## config.mk

```make
export PLATFORM = sky130hd
export DESIGN_NAME = thermsa_top
export DESIGN_NICKNAME = d
export VERILOG_FILES = /design/src/rtl/thermsa_pkg.sv /design/src/rtl/thermsa_gate.sv /design/src/rtl/thermsa_cmp.sv /design/src/rtl/thermsa_seq.sv /design/src/rtl/thermsa_top.sv
export SDC_FILE = /design/constraint.sdc
export NUM_CORES = 1
export LEC_CHECK = 0
export CORE_MARGIN = 4
export CORE_UTILIZATION = 43
export DETAILED_ROUTE_END_ITERATION = 10
export DONT_BUFFER_PORTS = 1
export SLEW_MARGIN = 20
export SYNTH_ARGS = -nofsm -noshare
export SYNTH_HDL_FRONTEND = slang
export SYNTH_SLANG_ARGS = --single-unit
```

## constraint.sdc

```tcl
create_clock -name clk -period 1.7 [get_ports clk]
set_input_delay 0.085 -clock clk [delete_from_list [all_inputs] [get_ports clk]]
set_output_delay 0.085 -clock clk [all_outputs]
set_load 0.01 [all_outputs]
```

## src/rtl/thermsa_pkg.sv

```systemverilog
package thermsa_pkg;
  localparam int unsigned MODE_W = 2;
  localparam logic [MODE_W-1:0] PM_RUN   = 2'd0;
  localparam logic [MODE_W-1:0] PM_NAP   = 2'd1;
  localparam logic [MODE_W-1:0] PM_DOZE  = 2'd2;
  localparam logic [MODE_W-1:0] PM_SLEEP = 2'd3;

  typedef enum logic [1:0] {
    SQ_IDLE = 2'd0,
    SQ_LOAD = 2'd1,
    SQ_WAIT = 2'd2
  } sq_state_e;
endpackage

```

## src/rtl/thermsa_gate.sv

```systemverilog
module thermsa_gate
  import thermsa_pkg::*;
(
  input  logic              clk,
  input  logic              rst,
  input  logic [MODE_W-1:0] pwr_mode_i,
  input  logic              sysclk_live_i,
  output logic              active_o
);
  // Comparator runs unless sleeping with a static system clock.
  assign active_o = (pwr_mode_i != PM_SLEEP) || sysclk_live_i;


  awake_modes_chk: assert property (@(posedge clk) disable iff (rst)
    (pwr_mode_i != PM_SLEEP) |-> active_o);
endmodule

```

## src/rtl/thermsa_cmp.sv

```systemverilog
module thermsa_cmp #(
  parameter int unsigned CODE_W   = 7,
  parameter int unsigned SETTLE_W = 4
) (
  input  logic                clk,
  input  logic                rst,
  input  logic                active_i,
  input  logic [CODE_W-1:0]   temp_i,
  input  logic [SETTLE_W-1:0] settle_i,
  input  logic                wr_en_i,
  input  logic [CODE_W-1:0]   wr_code_i,
  input  logic                ie_next_i,
  output logic [CODE_W-1:0]   thr_code_o,
  output logic                thr_ie_o,
  output logic                thr_valid_o,
  output logic                thr_result_o
);
  logic [CODE_W-1:0]   code_q;
  logic                ie_q;
  logic                valid_q;
  logic                result_q;
  logic [SETTLE_W-1:0] cnt_q;

  always_ff @(posedge clk) begin
    if (rst) begin
      code_q   <= '0;
      ie_q     <= 1'b0;
      valid_q  <= 1'b0;
      result_q <= 1'b0;
      cnt_q    <= '0;
    end else begin
      ie_q <= ie_next_i;
      if (wr_en_i) begin
        code_q  <= wr_code_i;
        valid_q <= 1'b0;
        cnt_q   <= '0;
      end else if (active_i && !valid_q) begin
        if (cnt_q >= settle_i) begin
          valid_q  <= 1'b1;
          result_q <= (temp_i >= code_q);
        end else begin
          cnt_q <= cnt_q + 1'b1;
        end
      end
    end
  end

  assign thr_code_o   = code_q;
  assign thr_ie_o     = ie_q;
  assign thr_valid_o  = valid_q;
  assign thr_result_o = result_q;


  wr_clears_valid_chk: assert property (@(posedge clk) disable iff (rst)
    wr_en_i |=> !valid_q);


  dead_no_valid_chk: assert property (@(posedge clk) disable iff (rst)
    (!active_i && !wr_en_i && !valid_q) |=> !valid_q);


  valid_result_chk: assert property (@(posedge clk) disable iff (rst)
    (!valid_q && !wr_en_i && active_i && cnt_q >= settle_i)
      |=> (valid_q && (result_q == ($past(temp_i) >= code_q))));
endmodule

```

## src/rtl/thermsa_seq.sv

```systemverilog
module thermsa_seq
  import thermsa_pkg::*;
#(
  parameter int unsigned CODE_W = 7
) (
  input  logic              clk,
  input  logic              rst,
  input  logic              start_i,
  input  logic              active_i,
  input  logic              irq_en_i,
  input  logic              valid_i,
  input  logic              result_i,
  input  logic [CODE_W-1:0] thr_code_i,
  output logic              wr_en_o,
  output logic [CODE_W-1:0] wr_code_o,
  output logic              ie_next_o,
  output logic              busy_o,
  output logic              done_o,
  output logic              err_o,
  output logic [CODE_W-1:0] code_o
);
  localparam int unsigned BIT_W = (CODE_W > 1) ? $clog2(CODE_W) : 1;
  localparam logic [BIT_W-1:0] TOP_BIT = BIT_W'(CODE_W - 1);

  sq_state_e         state_q;
  logic [CODE_W-1:0] acc_q;
  logic [BIT_W-1:0]  bit_q;
  logic [CODE_W-1:0] acc_next;
  logic              start_ok;

  assign start_ok  = (state_q == SQ_IDLE) && start_i && active_i;
  assign wr_en_o   = (state_q == SQ_LOAD) && active_i;
  assign wr_code_o = acc_q | (CODE_W'(1) << bit_q);
  assign acc_next  = result_i ? thr_code_i : acc_q;
  // Interrupt masked from the accepting edge until the sequencer is idle again.
  assign ie_next_o = irq_en_i && (state_q == SQ_IDLE) && !start_ok;

  always_ff @(posedge clk) begin
    if (rst) begin
      state_q <= SQ_IDLE;
      acc_q   <= '0;
      bit_q   <= '0;
      busy_o  <= 1'b0;
      done_o  <= 1'b0;
      err_o   <= 1'b0;
      code_o  <= '0;
    end else begin
      done_o <= 1'b0;
      err_o  <= 1'b0;
      unique case (state_q)
        SQ_IDLE: begin
          if (start_i) begin
            if (active_i) begin
              state_q <= SQ_LOAD;
              busy_o  <= 1'b1;
              acc_q   <= '0;
              bit_q   <= TOP_BIT;
            end else begin
              err_o <= 1'b1;
            end
          end
        end
        SQ_LOAD, SQ_WAIT: begin
          if (!active_i) begin
            state_q <= SQ_IDLE;
            busy_o  <= 1'b0;
            err_o   <= 1'b1;
          end else if (state_q == SQ_LOAD) begin
            state_q <= SQ_WAIT;
          end else if (valid_i) begin
            acc_q <= acc_next;
            if (bit_q == '0) begin
              state_q <= SQ_IDLE;
              busy_o  <= 1'b0;
              done_o  <= 1'b1;
              code_o  <= acc_next;
            end else begin
              bit_q   <= bit_q - 1'b1;
              state_q <= SQ_LOAD;
            end
          end
        end
        default: state_q <= SQ_IDLE;
      endcase
    end
  end


  hold_until_valid_chk: assert property (@(posedge clk) disable iff (rst)
    (state_q == SQ_WAIT && !valid_i && active_i) |=> $stable(acc_q));


  done_idle_chk: assert property (@(posedge clk) disable iff (rst)
    done_o |-> !busy_o);


  abort_flag_chk: assert property (@(posedge clk) disable iff (rst)
    (state_q != SQ_IDLE && !active_i) |=> (err_o && !busy_o));


  pulse_excl_chk: assert property (@(posedge clk) disable iff (rst)
    $onehot0({done_o, err_o}));
endmodule

```

## src/rtl/thermsa_top.sv

```systemverilog
module thermsa_top
  import thermsa_pkg::*;
#(
  parameter int unsigned CODE_W   = 7,
  parameter int unsigned SETTLE_W = 4
) (
  input  logic                clk,
  input  logic                rst,
  input  logic                start_i,
  input  logic [CODE_W-1:0]   temp_i,
  input  logic [1:0]          pwr_mode_i,
  input  logic                sysclk_live_i,
  input  logic [SETTLE_W-1:0] settle_i,
  input  logic                irq_en_i,
  output logic                busy_o,
  output logic                done_o,
  output logic                err_o,
  output logic [CODE_W-1:0]   code_o,
  output logic [CODE_W-1:0]   thr_code_o,
  output logic                thr_ie_o,
  output logic                thr_valid_o,
  output logic                thr_result_o,
  output logic                thermal_irq_o
);
  logic              active;
  logic              wr_en;
  logic [CODE_W-1:0] wr_code;
  logic              ie_next;

  thermsa_gate u_gate (
    .clk           (clk),
    .rst           (rst),
    .pwr_mode_i    (pwr_mode_i),
    .sysclk_live_i (sysclk_live_i),
    .active_o      (active)
  );

  thermsa_cmp #(.CODE_W(CODE_W), .SETTLE_W(SETTLE_W)) u_cmp (
    .clk          (clk),
    .rst          (rst),
    .active_i     (active),
    .temp_i       (temp_i),
    .settle_i     (settle_i),
    .wr_en_i      (wr_en),
    .wr_code_i    (wr_code),
    .ie_next_i    (ie_next),
    .thr_code_o   (thr_code_o),
    .thr_ie_o     (thr_ie_o),
    .thr_valid_o  (thr_valid_o),
    .thr_result_o (thr_result_o)
  );

  thermsa_seq #(.CODE_W(CODE_W)) u_seq (
    .clk        (clk),
    .rst        (rst),
    .start_i    (start_i),
    .active_i   (active),
    .irq_en_i   (irq_en_i),
    .valid_i    (thr_valid_o),
    .result_i   (thr_result_o),
    .thr_code_i (thr_code_o),
    .wr_en_o    (wr_en),
    .wr_code_o  (wr_code),
    .ie_next_o  (ie_next),
    .busy_o     (busy_o),
    .done_o     (done_o),
    .err_o      (err_o),
    .code_o     (code_o)
  );

  assign thermal_irq_o = thr_ie_o && thr_valid_o && thr_result_o;


  search_masks_irq_chk: assert property (@(posedge clk) disable iff (rst)
    busy_o |-> (!thr_ie_o && !thermal_irq_o));
endmodule

```

After elaboration in Yosys (flattened, before gate mapping)
Cells that the tools add are included.
Widths: inputs -> output; s select.
- flip-flop bits (word level): 36
- input bits: 18
- logic and storage cells: 94
- $add $sub $neg: 2
- magnitude comparators: 2
- equality and inequality tests: 13
- shift-type cells: 1
- mux-type cells: 32
- bitwise operators: 7
- reductions and logical operators: 25
- operators by type and width (cell ; number):
    $mux 7 ; 6
    $mux 3 ; 6
    $ne 2x2->1 const B ; 7
    $pmux 7 s2 ; 1
    $reduce_and 6->1 ; 2
    $mux 1 ; 10
    $mux 2 ; 5
    $logic_and 1x1->1 ; 8
    $ge 7x7->1 ; 1
    $or 7x7->7 ; 1
    $reduce_and 7->1 ; 1
    $shl 1x3->7 const A ; 1
    $ne 3x3->1 const B ; 2
    $not 1->1 ; 6
    $pmux 3 s2 ; 1
    $reduce_and 3->1 ; 2
    $reduce_and 5->1 ; 1
    $reduce_or 5->1 ; 1
    $add 4x1->4 const B ; 1
    $ge 4x4->1 ; 1
    $ne 4x3->1 const B ; 1
    $pmux 1 s2 ; 2
    $pmux 2 s2 ; 1
    $reduce_and 2->1 ; 2
    10 further kinds ; 12

Logic depth before layout (Yosys ltp)
Gate-level depths: netlist (run 1).
- word-level depth: 6
- depth in mapped cells: 8
- gate-level depth less buffers: 6

Modules after synthesis
From an unflattened synthesis (run 1), not the netlist that was laid out.
- cells, all modules: 220
- area, all modules: 2029.4 um2
- modules (own cells, without submodules) (module ; times used ; cells each ; area each (um2) ; seq. area each (um2)):
    thermsa_seq ; 1 ; 124 ; 1192.4 ; 440.4
    thermsa_cmp ; 1 ; 94 ; 823.3 ; 280.3
    thermsa_gate ; 1 ; 1 ; 7.5 ; 0.0
    thermsa_top ; 1 ; 1 ; 6.3 ; 0.0

Worst setup path before layout (run 1)
OpenSTA, ideal clock, no wires.
- path kind: reg-to-reg
- start: register u_seq.state_q[0]
- end: register u_seq.busy_o
- data arrival time: 1718 ps
- setup slack: -139 ps
- cell stages (with the launch flop): 7
- path buffers: 1
- period minus slack after synthesis: 1839 ps
- cells stage by stage: dfxtp_1 inv_1 ha_1 buf_1 a21o_1 a221oi_1 mux2_2
- word-level cells in the longest chain between the ends: 4
- ends and longest elaborated chain (what ; RTL line ; source):
    from (decl) ; thermsa_seq.sv:25 ; sq_state_e state_q;
    from (signal assigned) ; thermsa_seq.sv:40 ; state_q <= SQ_IDLE;
    from (signal assigned) ; thermsa_seq.sv:54 ; state_q <= SQ_LOAD;
    from (signal assigned) ; thermsa_seq.sv:65 ; state_q <= SQ_IDLE;
    $eq 2x2->1 / $eq 2x1->1 (equally long branches) ; thermsa_seq.sv:50, thermsa_seq.sv:68 ;
    $reduce_or 2->1 ; thermsa_seq.sv:50 ; unique case (state_q)
    $ne 3x3->1 (no line) (tied with other cells) ; -- ;
    $reduce_and 6->1 (no line) ; -- ;
    to (signal assigned) ; thermsa_seq.sv:43 ; busy_o <= 1'b0;
    to (signal assigned) ; thermsa_seq.sv:55 ; busy_o <= 1'b1;
    to (signal assigned) ; thermsa_seq.sv:66 ; busy_o <= 1'b0;
    to (decl) ; thermsa_seq.sv:17 ; output logic busy_o,
Several ways; a longest one is shown, not always the timed one.
A chain may end at the register's enable or synchronous reset.

Worst setup path in the final report (run 1)
- start: register u_seq.state_q[1]
- end: register u_seq.acc_q[3]
- word-level cells in the longest chain between the ends: 4
- ends and longest elaborated chain (what ; RTL line ; source):
    $eq 2x2->1 / $eq 2x1->1 (equally long branches) ; thermsa_seq.sv:50, thermsa_seq.sv:68 ;
    $reduce_or 2->1 ; thermsa_seq.sv:50 ;
    $ne 2x2->1 (no line) / $reduce_bool 2->1 (equally long branches) ; -- ;
    $reduce_and 6->1 (no line) ; -- ;
    to (signal assigned) ; thermsa_seq.sv:71 ; acc_q <= acc_next;
    to (decl) ; thermsa_seq.sv:26 ; logic [CODE_W-1:0] acc_q;
Several ways; a longest one is shown, not always the timed one.

==> out/results.tsv, run 1 <==
metric	value	unit
Fill cells	398	
Slew HR	75.9	%
Synth Register Bits	36	
CP Cell Sequence	inv_4 > ha_4 > mux2i_4 > or4_4 > o21ai_1 > a21oi_2	
Max Clock Skew	9.98	ps
drt total wl	5140	um
total gr overflow	0	
via count	1791	
critical path class	reg2reg	
FFs w/ async S/R, synth	0	%
Post-DP Area	2260	um2
dpl hpwl	3640	um
Synth Flop Type	dfxtp_1	
met1 Use GR	22.4	%
final worst path period share	105	%
DRT Pass-1 Iters	4	
PD cells	1540	nW/um2
Setup crit start kind	register	
vias in the first global route	1628	
post-route ant nets	0	
design area	2640	um2
Post-Syn Nets	268	
Post-Layout Cell Count	316	
Final nets	302	
Pins Over Slew Limit	0	
Clock Sink Count	36	
drt initial violations	96	
post-synth top area cell	dfxtp_1	
Leak Pwr	1.04	nW
H-tree Lvls	2	
multi-input logic area	1310	um2
internal power	0.00252	W
Reg clk slew, reported paths	80	ps
Cells after DPL	296	
Worst path top cell family by delay	simple AND/OR/NAND/NOR gates	
Clock Tree Root	clkbuf_8	
first-pass GRT wire length	8010	um
crit path max-delay cell type	or4_4	
YS warnings	0	
FMAX	0.558	GHz
full die area	5900	um2
die height	76.8	um
sequential area share after synthesis	35.4	%
net switching power	0.00155	W
clock tree buffer depth	2	
Synth Instances	229	
Critical Path RT	1890	ps
Final Core Density	59.0	%
Final Critical Period	1790	ps
sw frac	38.1	%
cell area after synthesis	2030	um2
GPL Wtd Cong	0.787	
WP buf/inv	1	
Antenna diodes	0	
Worst VDD drop	0.000692	V
CP Max Fanout	10	
antenna violations before repair	0	
top post-synthesis cells by area	dfxtp_1 (35%), ha_1 (13%), a21oi_1 (5.7%), a211oi_1 (5.5%), mux2i_1 (4.4%)	
run status	finished, violations left	
Hold Fails Final Rpt	0	
Comb pwr share	52.2	%
Via density	5.67	
global route hottest layer	met2	
Fin Setup TNS	-790	ps
gr usage total	17.0	%
per-cell routed wire length	16.3	um
layout cells sized above 1	30.7	%
RSZ-0062 raised after global routing	yes	
most instantiated library cell after synthesis	dfxtp_1	
Seq. cell area	729	um2
worst endpoint data arrival time	1980	ps
Crit. End Element	register	
clock share of power	20.6	%
CTS Buf Count	5	
Top Ports	39	
Hold WC Path Type	in2reg	
CTS tree	yes	
Synth Area per Inst	8.88	um2
Max-cap violations	0	
Layout area overhead	29.8	%
Residual DRC	0	
total power	0.00407	W
Starting Density	45.5	%
port bufs	0	
Skew-Pair Late Insertion Delay	300	ps
worst-margin pin slew	362	ps
Die X	76.8	um
largest net degree at the start of global routing	33	
Post-synth EDFFs	0	
Core Region	4470	um2
post-synth top area share	35.4	%
Critical Path Max Stage Delay	530	ps
min setup slack post-route	-92.9	ps
Core Rows	24	
Setup Viol. Count Final	10	
met2 global-route usage	25.3	%
GRT met3 Usage	5.04	%
failing checks	setup timing	
Reg power frac	27.2	%
top cells by count, synth	dfxtp_1 (36), a21oi_1 (23), nor2_1 (23)	
Yosys cell types	47	
-- metrics by stage --
step           hold slack, ps  worst slack [ps]
2_1_floorplan             270              8.04
3_3_place_gp              155              31.7
3_5_place_dp              157             -13.0
4_1_cts                  8.60             -24.5
5_1_grt                  18.5              -172
6_report                 15.1             -92.9
-- cells in the final DEF (no fill, tap or decap), types with 2 or more instances in the layout --
cell and count:
a21oi_2 4, nand2_1 3, dfxtp_4 2, o21ai_2 2, buf_4 33, and2_1 2, buf_6 4, a21oi_1 19
ha_1 19, o21ai_1 6, nand3_1 5, and4b_1 2, dfxtp_1 33, o21ai_0 3, or4_1 2, dlygate4sd3_1 3
nand3_2 6, o21a_1 2, o31ai_1 3, mux2i_1 8, nor4_1 2, nor2b_1 4, and3_1 2, clkbuf_8 7
inv_2 2, inv_1 15, nor2_1 23, a211oi_2 2, a211oi_1 13, a21o_1 2, ha_4 2, nand3b_1 3
-- final timing paths --
path                            startpoint  depth (start not counted)                           to  slack, ps
max          u_seq.state_q[1]$_SDFFE_PP0P_                          6  u_seq.acc_q[3]$_SDFFE_PP0P_        -90
min                                    rst                          2    u_seq.busy_o$_SDFFE_PP0P_         20
max reg2reg  u_seq.state_q[1]$_SDFFE_PP0P_                          6  u_seq.acc_q[3]$_SDFFE_PP0P_        -90
min reg2reg    u_cmp.cnt_q[3]$_SDFFE_PP0P_                          2  u_cmp.cnt_q[3]$_SDFFE_PP0P_        490
-- cells by family after synthesis --
group | share of synthesized area, %
and+or+nand+nor | 17.3
buffers and inverters | 7.26
adders and majority gates | 12.9
AOI/OAI and AO/OA | 22.1
DFF | 35.4
muxes | 4.98
-- layout make-up --
type	instances	share of cell area, %
Sequential cell	36	27.6
Clock inverter	1	1.14
Inverter	18	2.65
Clock buffer	7	3.65
Timing Repair Buffer	41	13.0
Tap cell	52	2.46
Multi-Input combinational cell	161	49.5
-- registers in the layout, summed over array words and instances (netlist names) --
register and flops:
u_cmp.cnt_q 4, u_cmp.thr_code_o 7, u_cmp.thr_ie_o 1, u_cmp.thr_result_o 1, u_cmp.thr_valid_o 1, u_seq.acc_q 7
u_seq.bit_q 3, u_seq.busy_o 1, u_seq.code_o 7, u_seq.done_o 1, u_seq.err_o 1, u_seq.state_q 2
-- per-layer routing --
metal,share of wire (%),routed length (um),vias up
met4,2.1,109,0
met3,4.5,230,8
li1,-,-,901
met1,48,2470,845
met2,45,2330,37
met5,0,0,-
-- power groups by stage --
stage / Sequential, W / Clock [W] / Combinational (W)
2_1_floorplan: 0.00118 / 0 / 0.00118
3_3_place_gp: 0.00112 / 0 / 0.00177
3_5_place_dp: 0.00112 / 0 / 0.00181
4_1_cts: 0.00110 / 0.000844 / 0.00187
5_1_grt: 0.00112 / 0.000886 / 0.00232
6_report: 0.00111 / 0.000840 / 0.00213
-- what timing repair did --
item / CTS / global route
endpoints found under the hold margin: 30 / 0
setup endpoints to repair: 10 / 24
hold buffers: 4 / 0
gates cloned: 0 / 1
buffers inserted: 2 / 5
gates resized for setup: 2 / 29
pin swaps: 3 / 25
No activity file was read; power rests on OpenSTA's default activity.
==> run 2: changes to the inputs <==
==> constraint.sdc (replaced) <==
create_clock -name clk -period 2.1 [get_ports clk]
set_input_delay 0.105 -clock clk [delete_from_list [all_inputs] [get_ports clk]]
set_output_delay 0.105 -clock clk [all_outputs]
set_load 0.01 [all_outputs]
==> run 2 against run 1 <==
Against the previous run: the flow now finishes without violations; sequential share of layout area is 5.3 points higher; non-clock buffer count fell by 31; die area unchanged; utilization is 10 points lower; power fell by 36%; sequential cell count unchanged; largest power group unchanged; critical path depth is the same; final area fell by 17%; clock skew fell by 6.3 ps; hold slack better by 7.3 ps; highest routed layer unchanged; fmax down 7.9%.
==> out/results.tsv, run 2 (synthesis gave the netlist of run 1 again) <==
metric	value	unit	change
Antenna diodes	0		unchanged
Max-cap violations	0		unchanged
Slew HR	60.7	%	was 75.9%
final worst path period share	92.7	%	was 105%
RSZ-0062 raised after global routing	no		was yes
CP Cell Sequence	inv_1 > ha_1 > mux2i_1 > or4_4 > o21ai_1 > a21oi_1		was inv_4 > ha_4 > mux2i_4 > or4_4 > o21ai_1 > a21oi_2
Layout area overhead	7.69	%	was 29.8%
CP Max Fanout	10		unchanged
H-tree Lvls	2		unchanged
Final Critical Period	1950	ps	was 1790 ps
Critical Path RT	2250	ps	was 1890 ps
drt total wl	4420	um	was 5140 um
Core Rows	24		unchanged
worst endpoint data arrival time	2090	ps	was 1980 ps
full die area	5900	um2	unchanged
Setup crit start kind	register		unchanged
Fin Setup TNS	0	ps	was -790 ps
gr usage total	15.6	%	was 17.0%
first-pass GRT wire length	7530	um	was 8010 um
port bufs	0		unchanged
via count	1604		was 1791
Via density	5.65		was 5.67
most frequent cells in the layout	dfxtp_1 (36), a21oi_1 (23), nor2_1 (23), ha_1 (21), inv_1 (18)		was buf_4 (33), dfxtp_1 (33), nor2_1 (23), a21oi_1 (19), ha_1 (19)
DRT Pass-1 Iters	4		unchanged
run status	finished clean		was finished, violations left
Reg clk slew, reported paths	70	ps	was 80 ps
worst-margin pin slew	589	ps	was 362 ps
Hold Fails Final Rpt	0		unchanged
antenna violations before repair	0		unchanged
highest routing layer actually used	met4		unchanged
post-route ant nets	0		unchanged
total gr overflow	0		unchanged
die height	76.8	um	unchanged
Residual DRC	0		unchanged
Leak Pwr	0.834	nW	was 1.04 nW
Setup Viol. Count Final	0		was 10
largest net degree at the start of global routing	32		was 33
Post-Layout Cell Count	284		was 316
CTS tree	yes		unchanged
Cells after DPL	274		was 296
critical path class	reg2reg		unchanged
DR WL met2	1960	um	was 2330 um
commonest non-fill, non-tap cell in the layout	dfxtp_1		
WP buf/inv	1		unchanged
Critical Path Max Stage Delay	540	ps	was 530 ps
CTS Buf Count	5		unchanged
Clock Sink Count	36		unchanged
DR WL met3	195	um	was 230 um
Die X	76.8	um	unchanged
Starting Density	45.5	%	unchanged
Hold WC Path Type	in2reg		unchanged
crit path max-delay cell type	or4_4		unchanged
per-cell routed wire length	15.6	um	was 16.3 um
drt initial violations	63		was 96
DRT met1 WL	2200	um	was 2470 um
Worst path top cell family by delay	simple AND/OR/NAND/NOR gates		unchanged
layout cells sized above 1	9.91	%	was 30.7%
Skew-Pair Late Insertion Delay	280	ps	was 300 ps
Final nets	271		was 302
vias in the first global route	1514		was 1628
FMAX	0.514	GHz	was 0.558 GHz
Clock Tree Root	clkbuf_8		unchanged
PD cells	1190	nW/um2	was 1540 nW/um2
dpl hpwl	3260	um	was 3640 um
Worst VDD drop	0.000431	V	was 0.000692 V
Crit. End Element	register		unchanged
clock tree buffer depth	2		unchanged
Max Clock Skew	3.71	ps	was 9.98 ps
Core Region	4470	um2	unchanged
Pins Over Slew Limit	0		unchanged
Top Ports	39		unchanged
GPL Wtd Cong	0.774		was 0.787
## run 2: cell types whose count changed in the layout (fill, tap and decap cells not counted), moves of 3 or more
cell     change
inv_1        +3
nand3_2      -6
a21oi_1      +4
nand3_1      +6
buf_6        -4
dfxtp_1      +3
buf_4       -25
a21oi_2      -4
## run 2: worst paths after layout
kind / slack, ps / cells past startpoint / to / start
worst max register to register: 150 / 6 / u_seq.acc_q[1]$_SDFFE_PP0P_ / u_seq.state_q[0]$_SDFFE_PP0P_
worst min register to register: 490 / 2 / u_cmp.cnt_q[3]$_SDFFE_PP0P_ / u_cmp.cnt_q[3]$_SDFFE_PP0P_
worst max-delay path: 150 / 6 / u_seq.acc_q[1]$_SDFFE_PP0P_ / u_seq.state_q[0]$_SDFFE_PP0P_
worst min-delay path: 20 / 3 / u_seq.bit_q[0]$_SDFFE_PP0P_ / rst
## run 2: per-layer routing
metal / GRT usage, % / up-vias
met5: 0 / -
met4: 5.98 / 0
met3: 4.22 / 5
met2: 24.1 / 34
met1: 20.6 / 731
li1: - / 834
## run 2: area by class of cell
cell class / instances / area [um2]
fill: 461 / 2280
multi-input combinational: 161 / 1170
sequential: 36 / 721
clock buffer: 7 / 96.3
timing repair buffer: 10 / 75.1
inverter: 18 / 67.6
tap: 52 / 65.1
## run 2: worst min-delay path, delay by kind of cell
| kind | cells | cell delay [ps] |
|---|---|---|
| AOI/OAI and AO/OA | 1 | 70 |
| and+or+nand+nor | 2 | 90 |
## run 2: timing repair
action | 4_1_cts | 5_1_grt
hold buffers | 2 | 0
endpoints found under the setup margin | 0 | 1
setup buffers | 0 | 1
gates resized for setup | 0 | 0
hold endpoints to repair | 30 | 0
## run 2: report_power, final
group	switching [W]	internal, W
Sequential	0.000179	0.000802
Clock	0.000233	0.000292
Combinational	0.000634	0.000457
## run 2: per-stage QoR
stage	cell area (um2)	total power (W)	hold WS, ps	utilization, %	setup WS, ps
floorplan	2030	0.00184	290	-	261
global placement	2070	0.00205	181	46.3	235
detailed placement	2070	0.00206	183	46.3	199
CTS	2190	0.00262	7.72	48.9	125
global route	2190	0.00282	13.2	49.0	18.3
finish	2190	0.00260	22.4	49.0	154
